## src/rtl/flash_fe_pkg.sv

```systemverilog
package flash_fe_pkg;
  localparam int PAGE_WORDS = 4;
  localparam int PW         = $clog2(PAGE_WORDS);
  localparam int NPIN       = 4;
  typedef enum int {PIN_CE = 0, PIN_WE = 1, PIN_OE = 2, PIN_RST = 3} pin_e;
endpackage

```

## src/rtl/flash_fe_deglitch.sv

```systemverilog
module flash_fe_deglitch #(
  parameter int CYC     = 2,
  parameter bit RST_VAL = 1'b1
) (
  input  logic clk,
  input  logic rst_n,
  input  logic pin,
  output logic synced,
  output logic filt
);
  localparam int CW = (CYC < 2) ? 1 : $clog2(CYC + 1);

  logic          s1;
  logic [CW-1:0] cnt;

  always_ff @(posedge clk) begin
    if (!rst_n) begin
      s1     <= RST_VAL;
      synced <= RST_VAL;
      filt   <= RST_VAL;
      cnt    <= '0;
    end else begin
      s1     <= pin;
      synced <= s1;
      if (synced != filt) begin
        if (cnt == CW'(CYC - 1)) begin
          filt <= synced;
          cnt  <= '0;
        end else begin
          cnt <= cnt + 1'b1;
        end
      end else begin
        cnt <= '0;
      end
    end
  end
endmodule

```

## src/rtl/flash_fe_wrcap.sv

```systemverilog
module flash_fe_wrcap #(
  parameter int AW = 8,
  parameter int DW = 16
) (
  input  logic          clk,
  input  logic          rst_n,
  input  logic          ce_f,
  input  logic          we_f,
  input  logic          oe_f,
  input  logic          bus_en,
  input  logic [AW-1:0] addr,
  input  logic [DW-1:0] dq_in,
  input  logic          cmd_ready,
  output logic          cmd_valid,
  output logic [AW-1:0] cmd_addr,
  output logic [DW-1:0] cmd_data
);
  logic          active, act_q, spoiled;
  logic [AW-1:0] a_lat;

  assign active = !ce_f && !we_f;

  always_ff @(posedge clk) begin
    if (!rst_n) begin
      act_q     <= 1'b0;
      spoiled   <= 1'b0;
      a_lat     <= '0;
      cmd_valid <= 1'b0;
      cmd_addr  <= '0;
      cmd_data  <= '0;
    end else begin
      act_q <= active;
      if (active) begin
        if (!act_q) a_lat <= addr;
        spoiled <= (act_q && spoiled) || !oe_f || !bus_en;
      end
      if (cmd_valid && cmd_ready) cmd_valid <= 1'b0;
      if (act_q && !active && !spoiled && oe_f && bus_en &&
          (!cmd_valid || cmd_ready)) begin
        cmd_valid <= 1'b1;
        cmd_addr  <= a_lat;
        cmd_data  <= dq_in;
      end
    end
  end
endmodule

```

## src/rtl/flash_fe_page.sv

```systemverilog
module flash_fe_page
  import flash_fe_pkg::*;
#(
  parameter int AW = 8,
  parameter int DW = 16
) (
  input  logic                     clk,
  input  logic                     rst_n,
  input  logic                     rd_cycle,
  input  logic                     bus_en,
  input  logic [AW-1:0]            addr,
  input  logic [PAGE_WORDS*DW-1:0] mem_rd_data,
  output logic                     mem_rd_en,
  output logic [AW-PW-1:0]         mem_rd_addr,
  output logic [DW-1:0]            dq_out,
  output logic                     page_hit
);
  localparam int TW = AW - PW;

  logic [PAGE_WORDS-1:0][DW-1:0] words;
  logic [TW-1:0]                 tag, fetch_tag;
  logic                          pg_valid, fetch_pend;

  assign page_hit    = rd_cycle && pg_valid && (tag == addr[AW-1:PW]);
  assign mem_rd_en   = rd_cycle && bus_en && !page_hit && !fetch_pend;
  assign mem_rd_addr = addr[AW-1:PW];
  assign dq_out      = page_hit ? words[addr[PW-1:0]] : '0;

  always_ff @(posedge clk) begin
    if (!rst_n) begin
      pg_valid   <= 1'b0;
      fetch_pend <= 1'b0;
      tag        <= '0;
      fetch_tag  <= '0;
      words      <= '0;
    end else begin
      fetch_pend <= mem_rd_en;
      if (mem_rd_en) fetch_tag <= addr[AW-1:PW];
      if (!bus_en) begin
        pg_valid <= 1'b0;
      end else if (fetch_pend) begin
        words    <= mem_rd_data;
        tag      <= fetch_tag;
        pg_valid <= 1'b1;
      end
    end
  end
endmodule

```

## src/rtl/flash_bus_fe.sv

```systemverilog
module flash_bus_fe
  import flash_fe_pkg::*;
#(
  parameter int AW         = 8,
  parameter int DW         = 16,
  parameter int GLITCH_CYC = 2,
  parameter int IDLE_CYC   = 75
) (
  input  logic                     clk,
  input  logic                     rst_n,
  input  logic                     ce_n,
  input  logic                     we_n,
  input  logic                     oe_n,
  input  logic                     bus_rst_n,
  input  logic [AW-1:0]            addr,
  input  logic [DW-1:0]            dq_in,
  output logic [DW-1:0]            dq_out,
  output logic                     dq_oe,
  output logic                     stby,
  output logic                     auto_stby,
  output logic                     page_hit,
  output logic                     mem_rd_en,
  output logic [AW-PW-1:0]         mem_rd_addr,
  input  logic [PAGE_WORDS*DW-1:0] mem_rd_data,
  output logic                     cmd_valid,
  input  logic                     cmd_ready,
  output logic [AW-1:0]            cmd_addr,
  output logic [DW-1:0]            cmd_data
);
  localparam int IW = $clog2(IDLE_CYC + 1);

  logic [NPIN-1:0] pin_raw, pin_s, pin_f, pin_q;
  logic            ce_f, we_f, oe_f, bus_en, rd_cycle, activity;
  logic [AW-1:0]   addr_q;
  logic [IW-1:0]   idle_cnt;

  assign pin_raw = {bus_rst_n, oe_n, we_n, ce_n};

  for (genvar g = 0; g < NPIN; g++) begin : g_filt
    flash_fe_deglitch #(.CYC(GLITCH_CYC), .RST_VAL(1'b1)) u_dg (
      .clk(clk), .rst_n(rst_n), .pin(pin_raw[g]),
      .synced(pin_s[g]), .filt(pin_f[g])
    );
  end

  assign ce_f     = pin_f[PIN_CE];
  assign we_f     = pin_f[PIN_WE];
  assign oe_f     = pin_f[PIN_OE];
  assign bus_en   = pin_f[PIN_RST];
  assign rd_cycle = !ce_f && !oe_f && we_f && bus_en;
  assign dq_oe    = rd_cycle;
  assign stby     = ce_f;

  flash_fe_page #(.AW(AW), .DW(DW)) u_page (
    .clk(clk), .rst_n(rst_n), .rd_cycle(rd_cycle), .bus_en(bus_en),
    .addr(addr), .mem_rd_data(mem_rd_data), .mem_rd_en(mem_rd_en),
    .mem_rd_addr(mem_rd_addr), .dq_out(dq_out), .page_hit(page_hit)
  );

  flash_fe_wrcap #(.AW(AW), .DW(DW)) u_wr (
    .clk(clk), .rst_n(rst_n), .ce_f(ce_f), .we_f(we_f), .oe_f(oe_f),
    .bus_en(bus_en), .addr(addr), .dq_in(dq_in), .cmd_ready(cmd_ready),
    .cmd_valid(cmd_valid), .cmd_addr(cmd_addr), .cmd_data(cmd_data)
  );

  assign activity  = (pin_f != pin_q) || (addr != addr_q);
  assign auto_stby = (idle_cnt == IW'(IDLE_CYC));

  always_ff @(posedge clk) begin
    if (!rst_n) begin
      pin_q    <= '1;
      addr_q   <= '0;
      idle_cnt <= '0;
    end else begin
      pin_q  <= pin_f;
      addr_q <= addr;
      if (activity)       idle_cnt <= '0;
      else if (!auto_stby) idle_cnt <= idle_cnt + 1'b1;
    end
  end
endmodule

```

## config.mk

```make
export PLATFORM = sky130hd
export DESIGN_NAME = flash_bus_fe
export DESIGN_NICKNAME = d
export VERILOG_FILES = /design/src/rtl/flash_fe_pkg.sv /design/src/rtl/flash_fe_deglitch.sv /design/src/rtl/flash_fe_wrcap.sv /design/src/rtl/flash_fe_page.sv /design/src/rtl/flash_bus_fe.sv
export SDC_FILE = /design/constraint.sdc
export NUM_CORES = 1
export LEC_CHECK = 0
export ABC_AREA = 1
export BUFFER_PORTS_ARGS = -buffer_cell sky130_fd_sc_hd__buf_4
export CORE_MARGIN = 3
export CORE_UTILIZATION = 40
export DETAILED_ROUTE_END_ITERATION = 8
export GPL_ROUTABILITY_DRIVEN = 0
export SYNTH_ARGS = -nofsm -noshare
export SYNTH_HDL_FRONTEND = slang
export SYNTH_HIERARCHICAL = 1
export SYNTH_SLANG_ARGS = --single-unit
```

## constraint.sdc

```tcl
create_clock -name clk -period 2.3 [get_ports clk]
set_input_delay 0.46 -clock clk [delete_from_list [all_inputs] [get_ports clk]]
set_output_delay 0.46 -clock clk [all_outputs]
set_load 0.1 [all_outputs]
```

## Word level (Yosys, flattened, before mapping)

Cells that the tools add are included.

| word-level totals | value |
|---|---|
| output and inout port bits | 52 |
| logic and storage cells | 104 |
| flip-flop bits (word level) | 152 |

| cells by class | value |
|---|---|
| eq/ne operators | 12 |
| bitwise logic cells | 6 |
| reductions and logical operators | 42 |
| add/sub/neg operators | 5 |
| magnitude comparators | 1 |
| mux-type cells | 5 |

Operators with widths:

| operator | count |
|---|---|
| binary-select mux 16 bit (select 2 bit) | 1 |
| two-way mux 16 bit | 2 |
| logical AND 1 bit | 16 |
| AND reduction 2 bit | 7 |
| OR reduction 3 bit | 4 |
| logical NOT 1 bit | 9 |
| adder 2 x 1 -> 2 bit (second input constant) | 4 |
| == test 2 x 1 -> 1 bit (second input constant) | 4 |
| inequality test 8 bit | 1 |
| adder 7 x 1 -> 7 bit (second input constant) | 1 |
| == test 7 bit (second input constant) | 1 |
| == test 6 bit | 1 |
| NOT 1 bit | 6 |
| logical OR 1 bit | 4 |
| inequality test 1 bit | 4 |
| inequality test 4 bit | 1 |
| less-than comparator 2 x 3 -> 1 bit (second input constant) | 1 |
| two-way mux 1 bit | 2 |
| nonzero test 2 bit | 1 |
| OR reduction 2 bit | 1 |

## Depth between registers and ports, before layout

Gate-level depths: netlist of the first run.

| depth | value |
|---|---|
| word-level depth | 9 |
| depth in mapped cells | 9 |
| gate-level depth less buffers | 9 |

## Hierarchy

The synthesis of the first run kept the hierarchy.

Modules (own cells, without submodules):

| module | times used | sequential area each (um^2) | cells an instance | area each (um^2) |
|---|---|---|---|---|
| flash_fe_page | 1 | 1561.5 | 514 | 3558.4 |
| flash_fe_wrcap | 1 | 700.7 | 249 | 1641.6 |
| flash_bus_fe | 1 | 380.4 | 148 | 909.6 |
| flash_fe_deglitch | 4 | 100.1 | 20 | 181.4 |

## Worst setup path after synthesis of the first run

OpenSTA, ideal clock, no wires.

| timing path | value |
|---|---|
| path kind | register to output |
| from | register g_filt[0].u_dg.filt |
| to | output port dq_out[0] |
| setup slack | -4.346 ns |
| arrival time | 6.186 ns |
| cell stages (with the launch flop) | 8 |
| required time | 1.840 ns |
| path through | dfxtp_1 -> nor4_1 -> nand2_1 -> a21oi_2 -> nand3_1 -> nor2_2 -> nand3b_4 -> a21oi_1 |

| on the way | value |
|---|---|
| cells in the longest elaborated chain, start to end | 7 |

Ends and longest elaborated chain:

| item | RTL line | source |
|---|---|---|
| start: declaration | flash_fe_deglitch.sv:9 | `output logic filt` |
| start signal: assignment | flash_fe_deglitch.sv:27 | `filt <= synced;` |
| logical NOT 1 bit | flash_bus_fe.sv:50 | `assign rd_cycle = !ce_f && !oe_f && we_f && bus_en;` |
| logical AND 1 bit (3 in series) | flash_bus_fe.sv:50 |  |
| via dq_oe | flash_bus_fe.sv:18 | `output logic dq_oe,` |
| logical AND 1 bit (2 in series) | flash_fe_page.sv:24 | `assign page_hit = rd_cycle && pg_valid && (tag == addr[AW-1:PW]);` |
| two-way mux 16 bit | flash_fe_page.sv:27 | `assign dq_out = page_hit ? words[addr[PW-1:0]] : '0;` |
| end: declaration | flash_bus_fe.sv:17 | `output logic [DW-1:0] dq_out,` |

The timed path passes the listed nets, and every way through them passes these cells.

## Worst setup path after layout of the first run

| timing path | value |
|---|---|
| from | register g_filt[3].u_dg.filt |
| to | output port dq_out[0] |

| on the way | value |
|---|---|
| cells in the longest elaborated chain, start to end | 4 |

Ends and longest elaborated chain:

| item | RTL line |
|---|---|
| start: declaration | flash_fe_deglitch.sv:9 |
| start signal: assignment | flash_fe_deglitch.sv:27 |
| logical AND 1 bit | flash_bus_fe.sv:50 |
| logical AND 1 bit (2 in series) | flash_fe_page.sv:24 |
| two-way mux 16 bit | flash_fe_page.sv:27 |

No other way between the ends.

==> out/qor.yml, run 1 <==
outcome: "finished with violations"
violations: "negative setup slack"
antenna_left: 0
total_power_w: 0.00607
ys_warn_count: 6
clock_sinks: 152
vias: 6208
crit_fanout: 17
detail_route.vias_per_cell: 4.54
cp.required_ns: 1.84
p_leak_nw: 4.23
grt_overflow: 0
hold_viol_final: 0
rows: 47
finalWirelength_mm: 18.0
skew_ns: 0.00543
slowest_stage: "dfxtp_4"
cp-end-kind: "output pin"
path_buf_inv: 3
ys_ff_latch: 152
wire_per_inst_um: 13.2
insertion_delay_ns: 0.42
die_y_um: 137
ios: 147
grt.total_usage_pct: 19.4
worst_pin_slew_ns: 0.546
drive_gt1_share_pct: 23.6
area_growth_pct: 35.3
setup-violations-final: 18
hold_buffers: 0
dp_hpwl_mm: 12.7
grt_pass1_vias: 5737
syn_inst: 991
dp.cells: 1331
path_common_cell: "buf_12"
final_net_count: 1233
cts_tree: "done"
vdd.ir_drop.worst_uv: 559
netlist_area_sq_um: 6840
grt_pass1_wl_mm: 28.5
cp_top_family: "simple AND/OR/NAND/NOR gates"
cp-start-kind: "flop"
holdCritPathClass: "in -> reg"
yosys.area.top_type: "dfxtp_1"
cap_violations: 0
port_buffers: 146
cp_cell_sequence: "inv_4 -> nor4_4 -> nand2_1 -> a21oi_2 -> nand3_1 -> nor2_2 -> nand3b_4 -> buf_12 -> a21oi_4 -> buf_12"
clk_pin_slew_ns: 0.06
htreeDepth: 4
die_width_um: 137
synth.area.top_cells: "dfxtp_1 45%, nor2_1 14%, o21ai_0 8.4%"
syn-num-nets: 1091
antenna_cells: 0
max-slew-margin-rel_pct: 63.5
drt_iter0_drc: 423
initial_utilization_pct: 41.1
numCtsBuffers: 17
yosys.area.top_type_share_pct: 44.5
rsz0062_at_grt: "yes"
clockBufferDepth: 2
ys_seq_area_share_pct: 44.5
max_freq_ghz: 0.378
dieArea_sq_um: 18700
setup.worst_path.class: "reg -> out"
synth.distinct_cells: 30
setup_ws_ns: -0.346
min_period_ns: 2.65
firstDrtPassIters: 5
antenna_found_initial: 1
syn-mean-instance-area_sq_um: 6.90
critPathArrivalTime_ns: 2.19
critPathMaxStageDelay_ns: 0.35
final.period_utilization_pct: 115
grt_start_max_net_pins: 65
p_per_area_nw_per_um2: 656
final_max_slew_viol_count: 0
fillers: 1605
design.core.area_sq_um: 16600
cts-root-buf: "clkbuf_16"
stdcell_count: 1366
drc: 0
-- power breakdown --
group	internal, W	switching, W	leakage [nW]
combinational	0.000229	0.000319	2.70
clock	0.00179	0.00104	0.298
sequential	0.00267	0.0000185	1.23
-- what timing repair did --
item,CTS,global route
pin swaps,2,2
gates cloned,0,0
gates resized for setup,55,0
setup endpoints to repair,18,18
hold endpoints to repair,0,0
setup buffers,2,2
-- Yosys cell counts, drive strengths merged --
cell type  instances
ha                 5
nand4             24
nor3               3
dfxtp            152
nor2             263
inv              152
o211ai             1
a21oi             42
or2                9
buf               35
nor4               1
nand3             21
nand3b             2
nor3b              1
o21ai            115
clkbuf            20
xor2               3
nand2            142
-- final cells by class --
class / count / area (sq um) / share of cell area [%]
Sequential cell: 152 / 3050 / 33.0
Timing Repair Buffer: 178 / 1640 / 17.7
Clock inverter: 8 / 119 / 1.29
Multi-Input combinational cell: 632 / 3110 / 33.6
Tap cell: 220 / 275 / 2.98
Inverter: 152 / 581 / 6.28
Clock buffer: 24 / 482 / 5.21
-- worst register-to-register path: cells and delay by family, from the launching register on --
family        cells  cell delay [ns]
simple gates      5             0.72
buf+inv           5             0.68
flops             1             0.35
-- cell usage in the layout, fill, tap and decap left out --
cell / count
a21oi_1: 19
a21oi_2: 7
a21oi_4: 16
buf_12: 24
buf_4: 154
bufinv_16: 3
clkbuf_1: 4
clkbuf_16: 17
clkbuf_8: 3
clkinv_2: 4
clkinv_4: 1
clkinvlp_4: 2
dfxtp_1: 150
dfxtp_4: 2
ha_1: 5
inv_1: 148
inv_2: 1
inv_4: 1
nand2_1: 137
nand2_2: 4
nand2_4: 1
nand3_1: 10
nand3_2: 10
nand3_4: 1
nand3b_1: 1
nand3b_4: 1
nand4_1: 24
nor2_1: 256
nor2_2: 6
nor2_4: 1
nor3_1: 3
nor3b_4: 1
nor4_4: 1
o211ai_1: 1
o21ai_0: 115
or2_2: 9
xor2_1: 3
-- kinds of logic (layout without fill, tap and decap cells) --
logic type               Yosys count  count (layout)  share of synthesized area (%)
XOR/XNOR                           3               3                          0.384
flip-flops                       152             152                           44.5
buffers and inverters            207             362                           12.9
AND/OR/NAND/NOR                  466             466                           29.1
adder cells (fa/ha/maj)            5               5                          0.915
AO/OA/AOI/OAI                    158             158                           12.2
-- through the flow --
stage                     hold slack [ns]  instance area [sq um]  setup slack (ns)  TNS (ns)  utilization, %
final                               0.226                   9250            -0.346     -5.69            55.6
after global routing                0.213                   9250            -0.485     -8.14            55.6
after CTS                           0.204                   9240            -0.352     -5.89            55.5
after detailed placement            0.402                   8400            0.0398         0            50.4
after global placement              0.395                   8400            0.0221         0            50.4
after floorplan                     0.393                   7050             -1.24    -21.46               -
-- registers in the layout, summed over array words and instances, names as in the netlist, 4 cells and up --
| signal | flops |
|---|---|
| g_filt.u_dg/synced | 4 |
| u_wr/a_lat | 8 |
| u_page/words | 64 |
| pin_q | 4 |
| g_filt.u_dg/cnt | 8 |
| g_filt.u_dg/s1 | 4 |
| u_page/fetch_tag | 6 |
| addr_q | 8 |
| u_wr/cmd_data | 16 |
| g_filt.u_dg/filt | 4 |
| idle_cnt | 7 |
| u_page/tag | 6 |
| u_wr/cmd_addr | 8 |
-- final timing paths --
check | slack, ns | endpoint | depth (start not counted) | start
setup / recovery | -0.35 | dq_out[0] | 10 | g_filt[3].u_dg/filt$_SDFFE_PN1P_
hold / removal | 0.23 | g_filt[0].u_dg/s1$_SDFF_PN1_ | 2 | ce_n
setup reg to reg | 0.45 | u_page/fetch_tag[1]$_SDFFE_PN0P_ | 10 | g_filt[3].u_dg/filt$_SDFFE_PN1P_
hold reg to reg | 0.41 | g_filt[0].u_dg/synced$_SDFF_PN1_ | 1 | g_filt[0].u_dg/s1$_SDFF_PN1_
-- metal layers --
metal  track usage [%]  wire length, um
met1              27.6             8980
met2              29.1             7890
met3              4.30              907
met4              6.16              227
met5                 0               13
No activity file was read; power rests on OpenSTA's default activity.
==> run 2: changes to the inputs <==
--- a/config.mk
+++ b/config.mk
@@ -8,9 +8,11 @@
 export ABC_AREA = 1
 export BUFFER_PORTS_ARGS = -buffer_cell sky130_fd_sc_hd__buf_4
 export CORE_MARGIN = 3
-export CORE_UTILIZATION = 40
+export CORE_UTILIZATION = 23
 export DETAILED_ROUTE_END_ITERATION = 8
 export GPL_ROUTABILITY_DRIVEN = 0
+export REMOVE_ABC_BUFFERS = 1
+export SKIP_LAST_GASP = 1
 export SYNTH_ARGS = -nofsm -noshare
 export SYNTH_HDL_FRONTEND = slang
 export SYNTH_HIERARCHICAL = 1
==> out/qor.yml, run 2 (synthesis gave the netlist of run 1 again) <==
reg2reg_from: "g_filt[0].u_dg/filt$_SDFFE_PN1P_"
grt_start_max_net_pins: 65  # unchanged
grt_pass1_wl_mm: 29.6  # +3.8%
largest_register_ffs: 64  # unchanged
setup_ws_ns: -0.379  # -0.0326 ns
area_growth_pct: 35.9
outcome: "finished with violations"
grt_overflow: 0  # unchanged
clk_pin_slew_ns: 0.07  # about the same
cts-root-buf: "clkbuf_16"
setup.worst_path.class: "reg -> out"
ios: 147  # unchanged
rsz0062_at_grt: "yes"
p_leak_nw: 4.22  # -0.26%
dieArea_sq_um: 31800  # +70%
p_per_area_nw_per_um2: 661  # +0.76%
critPathArrivalTime_ns: 2.22  # +0.03 ns
drc: 0  # unchanged
top_regs: "u_page/words (64), u_wr/cmd_data (16)"
detail_route.vias_per_cell: 4.10  # -9.8%
top_register: "u_page/words"
antenna_left: 0  # unchanged
firstDrtPassIters: 5  # unchanged
holdCritPathClass: "in -> reg"
switching_share_pct: 26.0  # +3.3 points
setup-violations-final: 18  # unchanged
die_y_um: 178  # +30%
vias: 6267  # +0.95%
final.period_utilization_pct: 116  # +1.4 points
htreeDepth: 4  # unchanged
die_width_um: 178  # +30%
min_period_ns: 2.68  # +0.0326 ns
hold_viol_final: 0  # unchanged
cp.required_ns: 1.84  # about the same
finalWirelength_mm: 19.2  # +6.3%
crit_fanout: 17  # unchanged
clockBufferDepth: 2  # unchanged
cp-end-kind: "output pin"
port_buffers: 146  # unchanged
max_freq_ghz: 0.373  # -1.2%
skew_ns: 0.0116  # +0.00612 ns
rows: 62  # +32%
vdd.ir_drop.worst_uv: 453  # -19%
drive_gt1_share_pct: 23.3  # -0.24 points
insertion_delay_ns: 0.42  # about the same
final_net_count: 1233  # unchanged
wire_per_inst_um: 12.5  # -5.0%
final_max_slew_viol_count: 0  # unchanged
antenna_found_initial: 0  # -1
final_core_util_pct: 32.0  # -24 points
drt_iter0_drc: 336  # -21%
crit_path_start: "g_filt[0].u_dg/filt$_SDFFE_PN1P_"
layout_common_cells: "256 x nor2_1, 155 x buf_4, 150 x dfxtp_1, 148 x inv_1, 137 x nand2_1"
placed_cell_area_sq_um: 8390  # about the same
grt_pass1_vias: 5724  # -0.23%
setup_tns_ns: -5.96  # -0.268 ns
violations: "negative setup slack"
dp_hpwl_mm: 13.3  # +4.2%
worst_pin_slew_ns: 0.637  # +0.0913 ns
numCtsBuffers: 17  # unchanged
cap_violations: 0  # unchanged
power_switching_w: 0.00160  # +16%
grt.total_usage_pct: 11.8  # -7.6 points
clock_sinks: 152  # unchanged
antenna_cells: 0  # unchanged
layout_commonest_cell: "nor2_1"
hp-start: "ce_n"
cts_tree: "done"
final_cell_area_sq_um: 9290  # +0.42%
seq_power_share_pct: 43.7  # -0.6 points
design.core.area_sq_um: 29000  # +74%
cp-start-kind: "flop"
internal-power_w: 0.00454  # -3.1%
max-slew-margin-rel_pct: 57.5  # -6.0 points
initial_utilization_pct: 23.6  # -18 points
p_comb_share_pct: 8.8  # -0.2 points
pwr-share-clk_pct: 47.5  # +0.8 points
-- run 2: worst max-delay path: stages, from the launching register on --
cell and delay (ns):
dfxtp_2 0.33, nor4_2 0.27, buf_4 0.15, nand2_1 0.06, a21oi_2 0.10, nand3_1 0.09, nor2_2 0.14, nand3b_4 0.09
buf_12 0.18, a21oi_2 0.18, buf_12 0.20
-- run 2: final timing paths --
kind / end / slack (ns) / cells past startpoint
hold / removal: g_filt[0].u_dg/s1$_SDFF_PN1_ / 0.22 / 2
hold reg to reg: g_filt[3].u_dg/synced$_SDFF_PN1_ / 0.41 / 1
setup / recovery: dq_out[11] / -0.38 / 10
setup reg to reg: u_page/fetch_tag[3]$_SDFFE_PN0P_ / 0.65 / 9
-- run 2: stage by stage --
stage	worst slack [ns]	hold slack (ns)	total power (W)	instances
global route	-0.547	0.191	0.00640	1529
floorplan	-4.46	0.393	0.00295	936
global placement	-0.0261	0.395	0.00327	1498
finish	-0.379	0.218	0.00614	1529
detailed placement	-0.0253	0.403	0.00328	1498
CTS	-0.429	0.197	0.00625	1529
-- run 2: power by group through the flow --
| stage | Clock, W | Combinational, W | Sequential [W] |
|---|---|---|---|
| after floorplan | 0 | 0.000193 | 0.00276 |
| after global placement | 0 | 0.000535 | 0.00274 |
| after detailed placement | 0 | 0.000538 | 0.00274 |
| after CTS | 0.00302 | 0.000544 | 0.00268 |
| after global routing | 0.00312 | 0.000598 | 0.00268 |
| final | 0.00292 | 0.000538 | 0.00268 |
-- run 2: area by class of cell --
cell class	count	area (sq um)
clock inverters	14	184
well taps	384	480
inverters	152	571
clock buffers	17	425
fillers	3117	19700
flip-flops and latches	152	3050
multi-input cells	632	2990
repair buffers	178	1600
-- run 2: what timing repair did --
action                                 CTS  global route
cloned                                   0             0
hold buffers                             0             0
endpoints found under the hold margin    0             0
pin swaps                                2             2
setup endpoints to repair               18            19
gates resized for setup                 52            18
buffers inserted                         0             0
-- run 2: layer usage --
| metal | GRT usage [%] | share of wire [%] |
|---|---|---|
| met5 | 0 | 0 |
| met4 | 4.25 | 1.7 |
| met3 | 2.43 | 4.4 |
| met2 | 19.8 | 48 |
| met1 | 14.9 | 46 |
